--- config.mk ---
export PLATFORM = sky130hd
export DESIGN_NAME = mcm_share_mult
export DESIGN_NICKNAME = d
export VERILOG_FILES = /design/src/rtl/mcm_pkg.sv /design/src/rtl/mcm_pipe_ctl.sv /design/src/rtl/mcm_xprod_lane.sv /design/src/rtl/mcm_sum_lane.sv /design/src/rtl/mcm_share_mult.sv
export SDC_FILE = /design/constraint.sdc
export NUM_CORES = 1
export LEC_CHECK = 0
export BUFFER_PORTS_ARGS = -buffer_cell sky130_fd_sc_hd__buf_4
export CAP_MARGIN = 20
export CORE_MARGIN = 2
export CORE_UTILIZATION = 31
export CTS_BUF_LIST = sky130_fd_sc_hd__clkbuf_2 sky130_fd_sc_hd__clkbuf_4 sky130_fd_sc_hd__clkbuf_8
export DETAILED_ROUTE_END_ITERATION = 6
export GPL_ROUTABILITY_DRIVEN = 0
export HOLD_SLACK_MARGIN = 0.12
export PLACE_DENSITY = 0.55
export SYNTH_ARGS = -nofsm -noshare
export SYNTH_HDL_FRONTEND = slang
export SYNTH_SLANG_ARGS = --single-unit
--- constraint.sdc ---
create_clock -name clk -period 5.1 [get_ports clk]
set_input_delay 0.51 -clock clk [delete_from_list [all_inputs] [get_ports clk]]
set_output_delay 0.51 -clock clk [all_outputs]
set_load 0.02 [all_outputs]
--- src/rtl/mcm_pkg.sv ---
package mcm_pkg;

  // Widest operand one partial-product multiplier takes on its narrow side.
  localparam int MCM_MUL_NARROW_MAX = 17;

  // Each lane consumes two K-bit random values per beat.
  function automatic int mcm_lanes(input int rnd_w, input int chunk_w);
    return rnd_w / (2 * chunk_w);
  endfunction

endpackage

--- src/rtl/mcm_pipe_ctl.sv ---
module mcm_pipe_ctl (
  input  logic clk,
  input  logic rst_n,
  input  logic s_valid,
  output logic s_ready,
  input  logic m_ready,
  output logic m_valid,
  output logic ld_x,
  output logic ld_s
);

  logic vx_q, vs_q;
  logic adv_s, adv_x;

  // Output stage may change when it is empty or being drained.
  assign adv_s   = !vs_q || m_ready;
  // Cross-product stage may change when empty or when it can move on.
  assign adv_x   = !vx_q || adv_s;
  assign s_ready = adv_x;
  assign ld_x    = adv_x && s_valid;
  assign ld_s    = adv_s && vx_q;
  assign m_valid = vs_q;

  always_ff @(posedge clk) begin
    if (!rst_n) begin
      vx_q <= 1'b0;
      vs_q <= 1'b0;
    end else begin
      if (adv_x) vx_q <= s_valid;
      if (adv_s) vs_q <= vx_q;
    end
  end

  // a stalled result does not vanish
  a_r7_valid_held: assert property (@(posedge clk) disable iff (!rst_n)
    (m_valid && !m_ready) |=> m_valid);

  // an accepted beat occupies the first stage on the next cycle
  a_r6_accept_fills: assert property (@(posedge clk) disable iff (!rst_n)
    (s_valid && s_ready) |=> vx_q);

  // a full first stage with room downstream yields a result next cycle
  a_r6_moves_on: assert property (@(posedge clk) disable iff (!rst_n)
    (vx_q && (!m_valid || m_ready)) |=> m_valid);

endmodule

--- src/rtl/mcm_xprod_lane.sv ---
module mcm_xprod_lane #(
  parameter int K = 8
) (
  input  logic         clk,
  input  logic         rst_n,
  input  logic         ld,
  input  logic [K-1:0] a0,
  input  logic [K-1:0] a1,
  input  logic [K-1:0] b0,
  input  logic [K-1:0] b1,
  input  logic [K-1:0] r0,
  input  logic [K-1:0] r1,
  output logic [K-1:0] t00,
  output logic [K-1:0] t01,
  output logic [K-1:0] t10,
  output logic [K-1:0] t11
);

  logic [K-1:0] p00, p01, p10, p11;
  logic [K-1:0] n00, n01, n10, n11;

  // Only the low K bits of each K-by-K product matter modulo 2^K.
  assign p00 = a0 * b0;
  assign p01 = a0 * b1;
  assign p10 = a1 * b0;
  assign p11 = a1 * b1;

  // Refresh: the masks added on the share-0 side are removed on share-1.
  assign n00 = p00 + r0;
  assign n01 = p01 + r1;
  assign n10 = p10 - r0;
  assign n11 = p11 - r1;

  // Registered barrier so no glitch path joins terms from both shares.
  always_ff @(posedge clk) begin
    if (!rst_n) begin
      t00 <= '0;
      t01 <= '0;
      t10 <= '0;
      t11 <= '0;
    end else if (ld) begin
      t00 <= n00;
      t01 <= n01;
      t10 <= n10;
      t11 <= n11;
    end
  end

  logic [K-1:0] secret_prod, term_total;
  assign secret_prod = (a0 + a1) * (b0 + b1);
  assign term_total  = t00 + t01 + t10 + t11;

  // the four stored terms recombine to the unmasked lane product
  a_r2_terms_recombine: assert property (@(posedge clk) disable iff (!rst_n)
    ld |=> (term_total == $past(secret_prod)));

  // stored terms move only on a load
  a_r7_terms_hold: assert property (@(posedge clk) disable iff (!rst_n)
    !ld |=> ($stable(t00) && $stable(t01) && $stable(t10) && $stable(t11)));

endmodule

--- src/rtl/mcm_sum_lane.sv ---
module mcm_sum_lane #(
  parameter int K = 8
) (
  input  logic         clk,
  input  logic         rst_n,
  input  logic         ld,
  input  logic [K-1:0] t00,
  input  logic [K-1:0] t01,
  input  logic [K-1:0] t10,
  input  logic [K-1:0] t11,
  output logic [K-1:0] c0,
  output logic [K-1:0] c1,
  output logic         cy0,
  output logic         cy1
);

  logic [K:0] w0, w1;

  // One extra bit keeps the carry that reduction mod 2^K would drop.
  assign w0 = {1'b0, t00} + {1'b0, t01};
  assign w1 = {1'b0, t10} + {1'b0, t11};

  always_ff @(posedge clk) begin
    if (!rst_n) begin
      c0  <= '0;
      c1  <= '0;
      cy0 <= 1'b0;
      cy1 <= 1'b0;
    end else if (ld) begin
      c0  <= w0[K-1:0];
      c1  <= w1[K-1:0];
      cy0 <= w0[K];
      cy1 <= w1[K];
    end
  end

  logic [K-1:0] in_total, out_total;
  assign in_total  = t00 + t01 + t10 + t11;
  assign out_total = c0 + c1;

  // summing into two shares keeps the recombined value
  a_r2_shares_keep_value: assert property (@(posedge clk) disable iff (!rst_n)
    ld |=> (out_total == $past(in_total)));

endmodule

--- src/rtl/mcm_share_mult.sv ---
module mcm_share_mult #(
  parameter int CHUNK_W = 8,
  parameter int RND_W   = 32,
  localparam int LANES  = mcm_pkg::mcm_lanes(RND_W, CHUNK_W),
  localparam int OPW    = LANES * CHUNK_W
) (
  input  logic             clk,
  input  logic             rst_n,
  input  logic             s_valid,
  output logic             s_ready,
  input  logic [OPW-1:0]   s_a0,
  input  logic [OPW-1:0]   s_a1,
  input  logic [OPW-1:0]   s_b0,
  input  logic [OPW-1:0]   s_b1,
  input  logic [RND_W-1:0] s_rnd,
  output logic             m_valid,
  input  logic             m_ready,
  output logic [OPW-1:0]   m_c0,
  output logic [OPW-1:0]   m_c1,
  output logic [LANES-1:0] m_cy0,
  output logic [LANES-1:0] m_cy1
);

  logic ld_x, ld_s;

  mcm_pipe_ctl i_ctl (
    .clk     (clk),
    .rst_n   (rst_n),
    .s_valid (s_valid),
    .s_ready (s_ready),
    .m_ready (m_ready),
    .m_valid (m_valid),
    .ld_x    (ld_x),
    .ld_s    (ld_s)
  );

  for (genvar l = 0; l < LANES; l++) begin : g_lane
    logic [CHUNK_W-1:0] t00, t01, t10, t11;

    mcm_xprod_lane #(.K(CHUNK_W)) i_xprod (
      .clk   (clk),
      .rst_n (rst_n),
      .ld    (ld_x),
      .a0    (s_a0[l*CHUNK_W +: CHUNK_W]),
      .a1    (s_a1[l*CHUNK_W +: CHUNK_W]),
      .b0    (s_b0[l*CHUNK_W +: CHUNK_W]),
      .b1    (s_b1[l*CHUNK_W +: CHUNK_W]),
      .r0    (s_rnd[(2*l)*CHUNK_W +: CHUNK_W]),
      .r1    (s_rnd[(2*l+1)*CHUNK_W +: CHUNK_W]),
      .t00   (t00),
      .t01   (t01),
      .t10   (t10),
      .t11   (t11)
    );

    mcm_sum_lane #(.K(CHUNK_W)) i_sum (
      .clk   (clk),
      .rst_n (rst_n),
      .ld    (ld_s),
      .t00   (t00),
      .t01   (t01),
      .t10   (t10),
      .t11   (t11),
      .c0    (m_c0[l*CHUNK_W +: CHUNK_W]),
      .c1    (m_c1[l*CHUNK_W +: CHUNK_W]),
      .cy0   (m_cy0[l]),
      .cy1   (m_cy1[l])
    );
  end

  // a stalled result is frozen on every output
  a_r7_result_frozen: assert property (@(posedge clk) disable iff (!rst_n)
    (m_valid && !m_ready) |=> ($stable(m_c0) && $stable(m_c1)
                              && $stable(m_cy0) && $stable(m_cy1)));

  // no result is presented in the first cycle after reset
  a_r1_quiet_after_reset: assert property (@(posedge clk)
    !rst_n |=> !m_valid);

endmodule

==> results.py <==
metrics = {
    "synthesis": {
        "synth.area.mux_share_pct": 0.3685,
        "synth.area.top_cells": "fa_1, ha_1, dfxtp_1, nand2_1, xnor2_1",
        "syn_avg_cell_area_um2": 8.206,
        "syn_area_um2": 13580,
        "ys_seq_area_share_pct": 15.04,
        "ys_ff_latch": 102,
        "synth_cell_types": 47,
        "synth_async_sr_flop_share_pct": 0,
        "yosys.area_share.adder_pct": 38.77,
        "synth_compound_area_share_pct": 8.246,
        "syn_inst": 1655,
        "syn_nets": 2087,
        "synth_top_family_by_area": "adder cells",
        "synth_edf_count": 0,
        "yosys.area_share.xor_xnor_pct": 9.904,
        "yosys.area_share.simple_pct": 17.40,
        "yosys.area.top_type": "fa_1",
        "synth_flop_cell": "dfxtp_1",
        "yosysWarnings": 0,
        "yosysTopAreaCellShare_pct": 21.82,
    },
    "power": {
        "power_leakage_nw": 7.477,
        "power_frac_comb_pct": 66.1,
        "seqPwrFrac_pct": 23.0,
        "switching_share_pct": 45.51,
        "p_int_mw": 2.558,
        "cellPowerDensity_nw_per_um2": 308.5,
        "p_switching_mw": 2.137,
        "pwr-share-clk_pct": 10.9,
        "p_total_mw": 4.695,
        "ir_drop_mv": 0.1005,
    },
    "cells_and_area": {
        "layout_common_cells": "nand2_1, inv_1, ha_1, fa_1, buf_4",
        "drive_gt1_share_pct": 9.936,
        "final_cell_area_um2": 15220,
        "fin_util_pct": 35.25,
        "final_nets": 2158,
        "layout_commonest_cell": "nand2_1",
        "syn2layout_area_growth_pct": 12.07,
        "antenna_cells": 0,
    },
    "critical_path": {
        "r2r_end": "g_lane[1].i_sum.cy1$_SDFFE_PN0P_",
        "cp_num_buf_inv": 4,
        "slowest_stage": "fa_1",
        "r2r-start": "g_lane[1].i_xprod.t11[0]$_SDFFE_PN0P_",
        "cp-start-kind": "input pin",
        "path_common_cell": "fa_1",
        "cp.depth": 15,
        "worstPathRequired_ns": 5.41,
        "critPathTopFamily": "adder cells",
        "crit_path_cell_trace": "buf_4, nand2_1, fa_1, inv_1, fa_1, fa_1, inv_1, fa_1, inv_1, ha_1, o21ai_0, o21bai_1, a21oi_1, or4_1, o2111ai_1",
        "cp-endpoint": "g_lane[1].i_xprod.t10[7]$_SDFFE_PN0P_",
        "cpPeakStageDelay_ns": 0.55,
        "endpoint_kind": "flip-flop",
        "ff2ff_setup_slack_ns": 3.07,
        "critPathMaxFanout": 16,
        "ff2ff_path_depth": 9,
        "critical_path_class": "in -> reg",
        "worstPathArrival_ns": 4.26,
        "critPathLaunch": "s_b0[8]",
    },
    "place": {
        "hpwl_mm": 26.77,
        "dpl_cell_area_um2": 15030,
        "portBuffers": 137,
    },
    "outcome": {
        "outcome": "completed",
    },
    "sta": {
        "setup-violations-final": 0,
        "period_share_pct": 77.47,
        "finClkSkew_ns": 0.01183,
        "worst_pin_slew_ns": 1.031,
        "slew_headroom_pct": 31.27,
        "maxSlewViolCount": 0,
        "hold_violations": 0,
        "whs_ns": 0.3753,
        "fin_tns_setup_ns": 0,
        "period_minus_slack_ns": 3.951,
        "fmax_mhz": 253.1,
        "rsz0062_at_grt": "false",
    },
    "route": {
        "met3_wirelength_mm": 1.042,
        "firstDrtPassIters": 5,
        "avgViaCountPerCell": 4.559,
        "routedWlPerCell_um": 14.63,
        "wl_met2_mm": 15.73,
        "ant_nets": 0,
        "highest_layer": "met4",
        "met1_length_mm": 16.92,
        "dr.first_iter.drc_count": 504,
        "drcViolationCount": 0,
        "wl_mm": 33.89,
        "vias": 10560,
    },
    "die": {
        "fp.dieW_um": 213.3,
        "ios": 138,
        "rows": 76,
        "start_util_pct": 31.46,
        "dieHeight_um": 213.3,
        "core_um2": 43170,
        "dieArea_um2": 45500,
    },
    "cts": {
        "clock_latency_ns": 0.39,
        "post-cts-setup-buffers": 0,
        "postCtsHoldBufs": 0,
        "cts_tree": "yes",
        "ctsHtreeMaxLevel": 3,
        "clockBufferDepth": 2,
        "clock-sinks": 102,
        "ctsResizeCount": 0,
        "numCtsBuffers": 9,
        "clkSlewWorstSetupHoldPaths_ns": 0.11,
        "ctsRootBufferMaster": "clkbuf_8",
    },
    "global_routing": {
        "grt-ovfl-total": 0,
        "grt_pass1_vias": 10640,
        "antenna_found_initial": 0,
        "grt_usage_pct": 15.35,
        "grt_pass1_wl_mm": 55.37,
        "grt_max_degree": 76,
    },
    "job": {
        "drv_cap": 0,
    },
    "worst_hold_path": {
        "hold_class": "in -> reg",
    },
}
-- final cells by class --
| class | instances | area [um2] |
|---|---|---|
| multi-input combinational | 1196 | 10150 |
| tap | 585 | 732.0 |
| sequential | 102 | 2042 |
| inverter | 277 | 1040 |
| clock buffer | 10 | 137.6 |
| timing repair buffer | 140 | 1064 |
| clock inverter | 6 | 53.80 |
| fill | 4621 | 27950 |
-- cells by family (layout without fill, tap and decap cells) --
logic type               Yosys count  in the layout
XOR/XNOR                         148            148
buffers and inverters            357            433
AO/OA/AOI/OAI                    188            188
multiplexers                       5              5
adder cells (fa/ha/maj)          332            332
AND/OR/NAND/NOR                  523            523
flip-flops                       102            102
-- metrics by stage --
step,setup slack [ns],cells
after floorplan,0.8345,1655
after global placement,0.7826,2299
after detailed placement,0.7290,2300
after CTS,1.164,2316
after global routing,0.9231,2316
final,1.149,2316
-- sequential cells by signal (all words and copies together), names as in the netlist --
signal              count
g_lane.i_xprod.t11     16
i_ctl.m_valid           1
g_lane.i_sum.cy1        2
g_lane.i_xprod.t01     16
g_lane.i_xprod.t10     16
i_ctl.vx_q              1
g_lane.i_sum.c1        16
g_lane.i_sum.cy0        2
g_lane.i_sum.c0        16
g_lane.i_xprod.t00     16
-- how the worst min path moves through the flow --
stage                                          start                               endpoint  cells past startpoint
5_1_grt                                      s_valid                i_ctl.vx_q$_SDFFE_PN0N_                      3
3_3_place_gp      g_lane[1].i_sum.c0[4]$_SDFFE_PN0P_     g_lane[1].i_sum.c0[4]$_SDFFE_PN0P_                      2
6_report                                     s_valid                i_ctl.vx_q$_SDFFE_PN0N_                      3
4_1_cts                                      s_valid                i_ctl.vx_q$_SDFFE_PN0N_                      3
3_5_place_dp      g_lane[1].i_sum.c0[4]$_SDFFE_PN0P_     g_lane[1].i_sum.c0[4]$_SDFFE_PN0P_                      2
2_1_floorplan  g_lane[0].i_xprod.t00[6]$_SDFFE_PN0P_  g_lane[0].i_xprod.t00[6]$_SDFFE_PN0P_                      2
-- worst register-to-register path: cells and delay by family (launching register included) --
family | cells | cell delay, ns
adders and majority gates | 2 | 0.64
buffers and inverters | 1 | 0.06
and+or+nand+nor | 1 | 0.12
AOI/OAI and AO/OA | 5 | 0.79
DFF | 1 | 0.36
-- per-layer routing --
metal  global-route usage, %  up-vias
met4                   2.419        0
met1                   22.34     5110
li1                        -     5295
met5                       0        -
met2                   25.09      142
met3                   1.383       12
-- Yosys cell counts, types with 5 or more instances --
cell type  count
dfxtp_1      102
a31oi_1        6
a21oi_1       99
nor4_1         8
nand3_1       29
buf_2         14
inv_1        277
clkbuf_1      53
xor2_1        16
xnor2_1      128
a21o_1        20
fa_1         148
o22ai_1        8
nor2_1        29
nand3b_1       6
mux2i_1        5
nor3_1        10
and2_1        86
or3_1          5
o21ai_1       13
nand2_1      322
a211oi_1      17
ha_1         184
nand4_1        7
buf_4          8
-- power by group through the flow --
stage | Combinational, mW | Clock [mW] | Sequential, mW
floorplan | 2.27 | 0 | 1.09
global placement | 3.09 | 0 | 1.10
detailed placement | 3.13 | 0 | 1.10
CTS | 3.16 | 0.534 | 1.08
global route | 3.56 | 0.564 | 1.10
finish | 3.10 | 0.513 | 1.08
Note: power is estimated with default switching activity, not from simulation.
